[src/rtl/ecc_mon_pkg.sv]
package ecc_mon_pkg;
  localparam int REG_W   = 32;
  localparam int IDX_W   = 4;
  localparam int ADDR_W  = 32;
  localparam int DATA_W  = 64;
  localparam int HALF_W  = DATA_W / 2;
  localparam int ECC_W   = 8;
  localparam int CNT_W   = 8;
  localparam int BEAT_W  = 3;
  localparam int SIZE_W  = 2;
  localparam int SRC_W   = 5;
  localparam int KIND_W  = 2;
  localparam int NKINDS  = 3;
  localparam int NFLAGS  = NKINDS + 1;
  localparam int NCAP    = 5;

  localparam int FLG_SBE   = 0;
  localparam int FLG_MBE   = 1;
  localparam int FLG_MSE   = 2;
  localparam int FLG_MULTI = 3;

  localparam int CAP_ADDR = 0;
  localparam int CAP_DHI  = 1;
  localparam int CAP_DLO  = 2;
  localparam int CAP_ECC  = 3;
  localparam int CAP_ATTR = 4;

  typedef enum logic [IDX_W-1:0] {
    RG_STAT  = 4'd0,
    RG_MASK  = 4'd1,
    RG_IEN   = 4'd2,
    RG_SBE   = 4'd3,
    RG_CADDR = 4'd4,
    RG_CDHI  = 4'd5,
    RG_CDLO  = 4'd6,
    RG_CECC  = 4'd7,
    RG_CATTR = 4'd8
  } reg_idx_e;

  typedef struct packed {
    logic [KIND_W-1:0] kind;
    logic [SRC_W-1:0]  src;
    logic [SIZE_W-1:0] size;
    logic [BEAT_W-1:0] beat;
  } err_attr_t;
endpackage

[src/rtl/sbe_tally.sv]
module sbe_tally
  import ecc_mon_pkg::*;
#(
  parameter int W = CNT_W
) (
  input  logic         clk,
  input  logic         rst_n,
  input  logic         hit_i,
  input  logic         wr_cnt_i,
  input  logic         wr_thr_i,
  input  logic [W-1:0] cnt_wdata_i,
  input  logic [W-1:0] thr_wdata_i,
  output logic [W-1:0] cnt_o,
  output logic [W-1:0] thr_o,
  output logic         report_o
);
  localparam logic [W-1:0] CNT_MAX = {W{1'b1}};

  logic [W-1:0] cnt_q, cnt_d, thr_q, thr_d, cnt_inc;
  logic         cnt_en, thr_en;

  always_comb begin
    cnt_inc  = (cnt_q == CNT_MAX) ? cnt_q : cnt_q + 1'b1;
    report_o = hit_i && (cnt_inc == thr_q);
    cnt_en   = wr_cnt_i || hit_i;
    thr_en   = wr_thr_i;
    if (wr_cnt_i)      cnt_d = cnt_wdata_i;
    else if (report_o) cnt_d = '0;
    else               cnt_d = cnt_inc;
    thr_d = thr_wdata_i;
  end

  always_ff @(posedge clk or negedge rst_n) begin
    if (!rst_n) begin
      cnt_q <= '0;
      thr_q <= '0;
    end else begin
      if (cnt_en) cnt_q <= cnt_d;
      if (thr_en) thr_q <= thr_d;
    end
  end

  assign cnt_o = cnt_q;
  assign thr_o = thr_q;
endmodule

[src/rtl/err_flags.sv]
module err_flags
  import ecc_mon_pkg::*;
#(
  parameter int NK = NKINDS
) (
  input  logic          clk,
  input  logic          rst_n,
  input  logic [NK-1:0] hit_i,
  input  logic          clr_wr_i,
  input  logic [NK:0]   clr_mask_i,
  output logic [NK:0]   flags_o
);
  logic [NK:0] flags_q, flags_d;
  logic        any_new, any_prior;

  assign any_new   = |hit_i;
  assign any_prior = |flags_q;

  for (genvar k = 0; k < NK; k++) begin : g_kind
    always_comb
      flags_d[k] = hit_i[k] | (flags_q[k] & ~(clr_wr_i & clr_mask_i[k]));
  end

  always_comb
    flags_d[NK] = (any_new & any_prior) | (flags_q[NK] & ~(clr_wr_i & clr_mask_i[NK]));

  always_ff @(posedge clk or negedge rst_n) begin
    if (!rst_n) flags_q <= '0;
    else        flags_q <= flags_d;
  end

  assign flags_o = flags_q;
endmodule

[src/rtl/err_capture.sv]
module err_capture
  import ecc_mon_pkg::*;
(
  input  logic              clk,
  input  logic              rst_n,
  input  logic              event_i,
  input  logic [ADDR_W-1:0] addr_i,
  input  logic [HALF_W-1:0] dhi_i,
  input  logic [HALF_W-1:0] dlo_i,
  input  logic [ECC_W-1:0]  ecc_i,
  input  err_attr_t         attr_i,
  input  logic [NCAP-1:0]   clr_i,
  output logic [ADDR_W-1:0] addr_o,
  output logic [HALF_W-1:0] dhi_o,
  output logic [HALF_W-1:0] dlo_o,
  output logic [ECC_W-1:0]  ecc_o,
  output err_attr_t         attr_o,
  output logic              valid_o
);
  logic [ADDR_W-1:0] addr_q, addr_d;
  logic [HALF_W-1:0] dhi_q, dhi_d, dlo_q, dlo_d;
  logic [ECC_W-1:0]  ecc_q, ecc_d;
  err_attr_t         attr_q, attr_d;
  logic              valid_q, valid_d;
  logic              load;

  assign load = event_i && !valid_q;

  always_comb begin
    addr_d  = addr_q;
    dhi_d   = dhi_q;
    dlo_d   = dlo_q;
    ecc_d   = ecc_q;
    attr_d  = attr_q;
    valid_d = valid_q;
    if (load) begin
      addr_d  = addr_i;
      dhi_d   = dhi_i;
      dlo_d   = dlo_i;
      ecc_d   = ecc_i;
      attr_d  = attr_i;
      valid_d = 1'b1;
    end else begin
      if (clr_i[CAP_ADDR]) addr_d = '0;
      if (clr_i[CAP_DHI])  dhi_d  = '0;
      if (clr_i[CAP_DLO])  dlo_d  = '0;
      if (clr_i[CAP_ECC])  ecc_d  = '0;
      if (clr_i[CAP_ATTR]) begin
        attr_d  = '0;
        valid_d = 1'b0;
      end
    end
  end

  always_ff @(posedge clk or negedge rst_n) begin
    if (!rst_n) begin
      addr_q  <= '0;
      dhi_q   <= '0;
      dlo_q   <= '0;
      ecc_q   <= '0;
      attr_q  <= '0;
      valid_q <= 1'b0;
    end else begin
      addr_q  <= addr_d;
      dhi_q   <= dhi_d;
      dlo_q   <= dlo_d;
      ecc_q   <= ecc_d;
      attr_q  <= attr_d;
      valid_q <= valid_d;
    end
  end

  assign addr_o  = addr_q;
  assign dhi_o   = dhi_q;
  assign dlo_o   = dlo_q;
  assign ecc_o   = ecc_q;
  assign attr_o  = attr_q;
  assign valid_o = valid_q;
endmodule

[src/rtl/ecc_err_monitor.sv]
module ecc_err_monitor
  import ecc_mon_pkg::*;
(
  input  logic              clk,
  input  logic              rst_n,
  input  logic              acc_valid,
  input  logic              acc_sbe,
  input  logic              acc_mbe,
  input  logic              acc_mse,
  input  logic [ADDR_W-1:0] acc_addr,
  input  logic [DATA_W-1:0] acc_data,
  input  logic [ECC_W-1:0]  acc_ecc,
  input  logic [BEAT_W-1:0] acc_beat,
  input  logic [SIZE_W-1:0] acc_size,
  input  logic [SRC_W-1:0]  acc_src,
  input  logic [KIND_W-1:0] acc_kind,
  input  logic              csr_wr,
  input  logic [IDX_W-1:0]  csr_idx,
  input  logic [3:0]        csr_be,
  input  logic [REG_W-1:0]  csr_wdata,
  output logic [REG_W-1:0]  csr_rdata,
  output logic              irq
);
  // reset: asserted asynchronously, released on a clock edge
  logic [1:0] rst_sync;
  logic       rst_q;

  always_ff @(posedge clk or negedge rst_n) begin
    if (!rst_n) rst_sync <= '0;
    else        rst_sync <= {rst_sync[0], 1'b1};
  end
  assign rst_q = rst_sync[1];

  // write decode
  logic wr_stat, wr_mask, wr_ien, wr_sbe, wdata_zero;
  logic [NCAP-1:0] cap_clr;

  assign wdata_zero = (csr_wdata == '0);
  assign wr_stat = csr_wr && (csr_idx == RG_STAT);
  assign wr_mask = csr_wr && (csr_idx == RG_MASK) && csr_be[0];
  assign wr_ien  = csr_wr && (csr_idx == RG_IEN)  && csr_be[0];
  assign wr_sbe  = csr_wr && (csr_idx == RG_SBE);

  for (genvar c = 0; c < NCAP; c++) begin : g_capclr
    assign cap_clr[c] = csr_wr && wdata_zero &&
                        (csr_idx == IDX_W'(int'(RG_CADDR) + c));
  end

  // mask and interrupt-enable registers
  logic [NKINDS-1:0] dis_q, dis_d, ien_q, ien_d;

  always_comb begin
    dis_d = csr_wdata[NKINDS-1:0];
    ien_d = csr_wdata[NKINDS-1:0];
  end

  always_ff @(posedge clk or negedge rst_q) begin
    if (!rst_q) begin
      dis_q <= '0;
      ien_q <= '0;
    end else begin
      if (wr_mask) dis_q <= dis_d;
      if (wr_ien)  ien_q <= ien_d;
    end
  end

  // single-bit tally
  logic             sbe_hit, sbe_report;
  logic [CNT_W-1:0] sbe_cnt, sbe_thr;

  assign sbe_hit = acc_valid && acc_sbe && !dis_q[FLG_SBE];

  sbe_tally #(.W(CNT_W)) u_tally (
    .clk         (clk),
    .rst_n       (rst_q),
    .hit_i       (sbe_hit),
    .wr_cnt_i    (wr_sbe && csr_be[0]),
    .wr_thr_i    (wr_sbe && csr_be[1]),
    .cnt_wdata_i (csr_wdata[CNT_W-1:0]),
    .thr_wdata_i (csr_wdata[8 +: CNT_W]),
    .cnt_o       (sbe_cnt),
    .thr_o       (sbe_thr),
    .report_o    (sbe_report)
  );

  // detect flags
  logic [NKINDS-1:0] hits;
  logic [NFLAGS-1:0] flags_q;
  logic              err_event;

  always_comb begin
    hits[FLG_SBE] = sbe_report;
    hits[FLG_MBE] = acc_valid && acc_mbe && !dis_q[FLG_MBE];
    hits[FLG_MSE] = acc_valid && acc_mse && !dis_q[FLG_MSE];
  end
  assign err_event = |hits;

  err_flags #(.NK(NKINDS)) u_flags (
    .clk        (clk),
    .rst_n      (rst_q),
    .hit_i      (hits),
    .clr_wr_i   (wr_stat && csr_be[0]),
    .clr_mask_i (csr_wdata[NFLAGS-1:0]),
    .flags_o    (flags_q)
  );

  // first-error capture
  err_attr_t         acc_attr, cap_attr;
  logic [ADDR_W-1:0] cap_addr;
  logic [HALF_W-1:0] cap_dhi, cap_dlo;
  logic [ECC_W-1:0]  cap_ecc;
  logic              cap_valid;

  always_comb begin
    acc_attr.kind = acc_kind;
    acc_attr.src  = acc_src;
    acc_attr.size = acc_size;
    acc_attr.beat = acc_beat;
  end

  err_capture u_cap (
    .clk     (clk),
    .rst_n   (rst_q),
    .event_i (err_event),
    .addr_i  (acc_addr),
    .dhi_i   (acc_data[DATA_W-1:HALF_W]),
    .dlo_i   (acc_data[HALF_W-1:0]),
    .ecc_i   (acc_ecc),
    .attr_i  (acc_attr),
    .clr_i   (cap_clr),
    .addr_o  (cap_addr),
    .dhi_o   (cap_dhi),
    .dlo_o   (cap_dlo),
    .ecc_o   (cap_ecc),
    .attr_o  (cap_attr),
    .valid_o (cap_valid)
  );

  // read mux
  logic [REG_W-1:0] attr_word;

  always_comb begin
    attr_word        = '0;
    attr_word[0]     = cap_valid;
    attr_word[3:1]   = cap_attr.beat;
    attr_word[5:4]   = cap_attr.size;
    attr_word[12:8]  = cap_attr.src;
    attr_word[17:16] = cap_attr.kind;
  end

  always_comb begin
    csr_rdata = '0;
    case (csr_idx)
      RG_STAT:  csr_rdata[NFLAGS-1:0] = flags_q;
      RG_MASK:  csr_rdata[NKINDS-1:0] = dis_q;
      RG_IEN:   csr_rdata[NKINDS-1:0] = ien_q;
      RG_SBE:   csr_rdata[15:0]       = {sbe_thr, sbe_cnt};
      RG_CADDR: csr_rdata             = cap_addr;
      RG_CDHI:  csr_rdata             = cap_dhi;
      RG_CDLO:  csr_rdata             = cap_dlo;
      RG_CECC:  csr_rdata[ECC_W-1:0]  = cap_ecc;
      RG_CATTR: csr_rdata             = attr_word;
      default:  csr_rdata             = '0;
    endcase
  end

  assign irq = |(flags_q[NKINDS-1:0] & ien_q);
endmodule

[config.mk]
export PLATFORM = sky130hd
export DESIGN_NAME = ecc_err_monitor
export DESIGN_NICKNAME = d
export VERILOG_FILES = /design/src/rtl/ecc_mon_pkg.sv /design/src/rtl/sbe_tally.sv /design/src/rtl/err_flags.sv /design/src/rtl/err_capture.sv /design/src/rtl/ecc_err_monitor.sv
export SDC_FILE = /design/constraint.sdc
export NUM_CORES = 1
export LEC_CHECK = 0
export BUFFER_PORTS_ARGS = -buffer_cell sky130_fd_sc_hd__buf_2
export CORE_MARGIN = 2
export CORE_UTILIZATION = 48
export CTS_CLUSTER_SIZE = 14
export DETAILED_ROUTE_END_ITERATION = 10
export HOLD_SLACK_MARGIN = 0.06
export MAX_ROUTING_LAYER = met4
export PLACE_DENSITY = 0.78
export SLEW_MARGIN = 15
export SYNTH_ARGS = -nofsm -noshare
export SYNTH_HDL_FRONTEND = slang
export SYNTH_HIERARCHICAL = 1
export SYNTH_SLANG_ARGS = --single-unit
[constraint.sdc]
create_clock -name clk -period 13.55 [get_ports clk]
set_clock_uncertainty 0.15 [all_clocks]
set_input_delay 2.71 -clock clk [delete_from_list [all_inputs] [get_ports clk]]
set_output_delay 2.71 -clock clk [all_outputs]
set_load 0.05 [all_outputs]
==> impl_metrics.yaml <==
route:
  drtPass1Iterations: 9
  drt-initial-drc-count: 491
  ant_nets: 0
  wl_mm: 21.4
  drt_drc_violations_left: 0
  route.detailed.wl_per_inst_um: 19.0
  vias_per_cell: 5.59
  num_vias: 6297
worst_setup_path:
  cp.arrival_ps: 4990
  r2r_end: "u_cap/dhi_o[15]"
  cp-start-kind: "input pin"
  rr_worst_depth: 10
  cp-end-kind: "primary output"
  worstSetupPathType: "in2out"
  critPathMaxFanout: 16
  cpPeakStageDelay_ps: 910
  worstPathRequired_ps: 10690
  crit_chain: "buf_2, nand2_1, nor3_2, a22oi_1, nand2_1, buf_2"
  regToRegStartpoint: "u_tally/cnt_o[0]"
  r2r_setup_slack_ps: 8590
  crit_slowest_cell: "nor3_2"
clock_tree:
  numClockSinks: 145
  clkSlewWorstSetupHoldPaths_ps: 60
  h-tree-depth: 4
  cts_hold_buf: 0
  cts_setup_buffers: 0
  clock_latency_ps: 430
  cts.path.max_buffers: 2
  cts_root_buffer: "clkbuf_16"
  cts_buffers: 17
  cts_tree: "done"
  cts_resized: 0
cells_and_area:
  sequential_cell_area_mm2: 0.00363
  layout_commonest_cell: "buf_2"
  nNetsFinal: 1056
  area_growth_pct: 21.1
  design_area_mm2: 0.00970
  fill_cells: 1409
  layoutNonFillerInstCount: 1126
  multi_input_area_mm2: 0.00408
  layout-drive-gt1-share_pct: 42.9
  layout_common_cells: "193 x buf_2, 144 x dfrtp_1, 115 x nor2b_1, 103 x mux2_2, 65 x nand2_1"
power_and_ir_drop:
  ir_worst_vdd_uv: 87.1
  p_leak_nw: 4.93
  powerDensity_mw_per_mm2: 128
global_routing:
  grt_max_degree: 75
  track_usage_pct: 25.4
  overflow: 0
  antenna_found_initial: 1
  grt_pass1_vias: 6413
  grt_pass1_wl_mm: 33.8
run:
  drv_cap: 0
worst_hold_path:
  hold_class: "reg2reg"
  holdPathStages: 0
  holdCritStartpoint: "rst_sync[0]"
  min_to: "rst_sync[1]"
timing:
  finalCritPeriodShare_pct: 58.0
  setup_viol: 0
  totalNegativeSetupSlack_ps: 0
  maxSlewViolCount: 0
  hold_viol: 0
  slew_headroom_pct: 22.0
  worst-slew-pin-transition_ps: 1160
  max_freq_mhz: 127
  period_minus_slack_ps: 7850
  rsz0062_at_grt: "false"
yosys:
  yosysSeqAreaShare_pct: 45.3
  async_flop_share_pct: 100
  synth_edf_count: 0
  syn_area_mm2: 0.00801
  ys_types: 64
  synthCells: 723
  synth_seq_cells: 145
  yosysWarnings: 6
  syn_area_per_cell_um2: 11.1
  syn-num-nets: 887
  synthFlopType: "dfrtp_1"
placement:
  dp_cells: 1093
  port_buffers: 193
  hpwl_mm: 14.1
  finalWeightedCongestion: 0.935
  placedInstanceArea_mm2: 0.00904
floorplan:
  die-area_mm2: 0.0177
  ioPinCount: 196
  start_util_pct: 48.6
  rows: 47
  die_w_um: 133
  die_h_um: 133
  coreArea_mm2: 0.0165
outcome:
  status: "finished clean"
==> flip-flops by register name, indices dropped and copies added (netlist names) <==
signal	count
u_flags/flags_o	4
u_cap/ecc_o	8
u_cap/dlo_o	32
u_tally/cnt_o	8
ien_q	3
u_cap/dhi_o	32
u_tally/thr_o	8
u_cap/valid_o	1
dis_q	3
u_cap/addr_o	32
rst_sync	2
u_cap/attr_o	12
==> kinds of logic after synthesis <==
| kind of cell | after synthesis | share of synthesized area (%) |
|---|---|---|
| other | 1 | 0.0468 |
| multiplexers | 136 | 20.4 |
| XOR/XNOR | 5 | 0.547 |
| buffers and inverters | 60 | 4.11 |
| flip-flops | 145 | 45.3 |
| AND/OR/NAND/NOR | 272 | 19.8 |
| adder cells (fa/ha/maj) | 1 | 0.156 |
| AO/OA/AOI/OAI | 103 | 9.59 |
==> stage by stage <==
stage          power (mW)  hold slack [ps]  setup slack [ps]  utilization [%]
2_1_floorplan       0.668              181              6520                -
3_3_place_gp        0.726              187              5810             54.9
3_5_place_dp        0.732              190              5810             54.9
4_1_cts              1.25              204              5780             58.9
5_1_grt              1.30              208              5580             58.9
6_report             1.25              200              5700             58.9
==> critical path: cells and delay by family <==
family	cells	cell delay, ps
buffers and inverters	2	600
and+or+nand+nor	3	1300
AOI/OAI and AO/OA	1	370
==> cell usage after synthesis (5+ instances only) <==
library cell | n | area share [%]
nor2b_1 | 116 | 9.1
dfrtp_1 | 145 | 45
a22oi_1 | 27 | 2.5
buf_6 | 8 | 1.1
buf_2 | 19 | 1.2
a222oi_1 | 15 | 1.9
nand2_1 | 65 | 3.0
buf_4 | 5 | 0.47
a21oi_1 | 17 | 1.1
nor4_1 | 9 | 0.70
mux2_4 | 29 | 5.4
mux2_2 | 103 | 14
nor2_1 | 16 | 0.75
nand3_1 | 8 | 0.50
a31oi_1 | 5 | 0.39
inv_1 | 9 | 0.42
nor3b_1 | 8 | 0.75
xnor2_1 | 5 | 0.55
o21ai_0 | 5 | 0.31
and3_1 | 7 | 0.55
o21ai_1 | 8 | 0.50
and2b_1 | 7 | 0.66
clkbuf_1 | 18 | 0.84
==> cell type report <==
type / instances / share of cell area (%)
multi-input cells: 518 / 42.0
diodes: 1 / 0.0258
clock buffers: 21 / 4.95
well taps: 220 / 2.84
inverters: 9 / 0.348
repair buffers: 201 / 10.6
clock inverters: 11 / 1.79
flip-flops and latches: 145 / 37.4
==> routing by layer <==
layer | global-route usage (%) | wire length [µm] | share of wire (%)
met1 | 33.3 | 9330 | 44
met2 | 39.8 | 10200 | 48
met3 | 5.40 | 1350 | 6.3
met4 | 8.10 | 509 | 2.4
met5 | - | 0 | 0
==> report_power, final <==
group	internal (mW)	switching [mW]	leakage, nW
sequential	0.473	0.0529	1.86
clock	0.329	0.188	0.324
combinational	0.101	0.101	2.74
==> worst max path at each step <==
stage	start	to	slack (ps)	depth (start not counted)
after floorplan	csr_idx[2]	csr_rdata[2]	6520	6
after global placement	csr_idx[1]	csr_rdata[7]	5810	6
after detailed placement	csr_idx[0]	csr_rdata[4]	5810	6
after CTS	csr_idx[1]	csr_rdata[7]	5780	6
after global routing	csr_idx[0]	csr_rdata[7]	5580	6
final	csr_idx[1]	csr_rdata[7]	5700	6
Power figures use the tool's default switching activity.
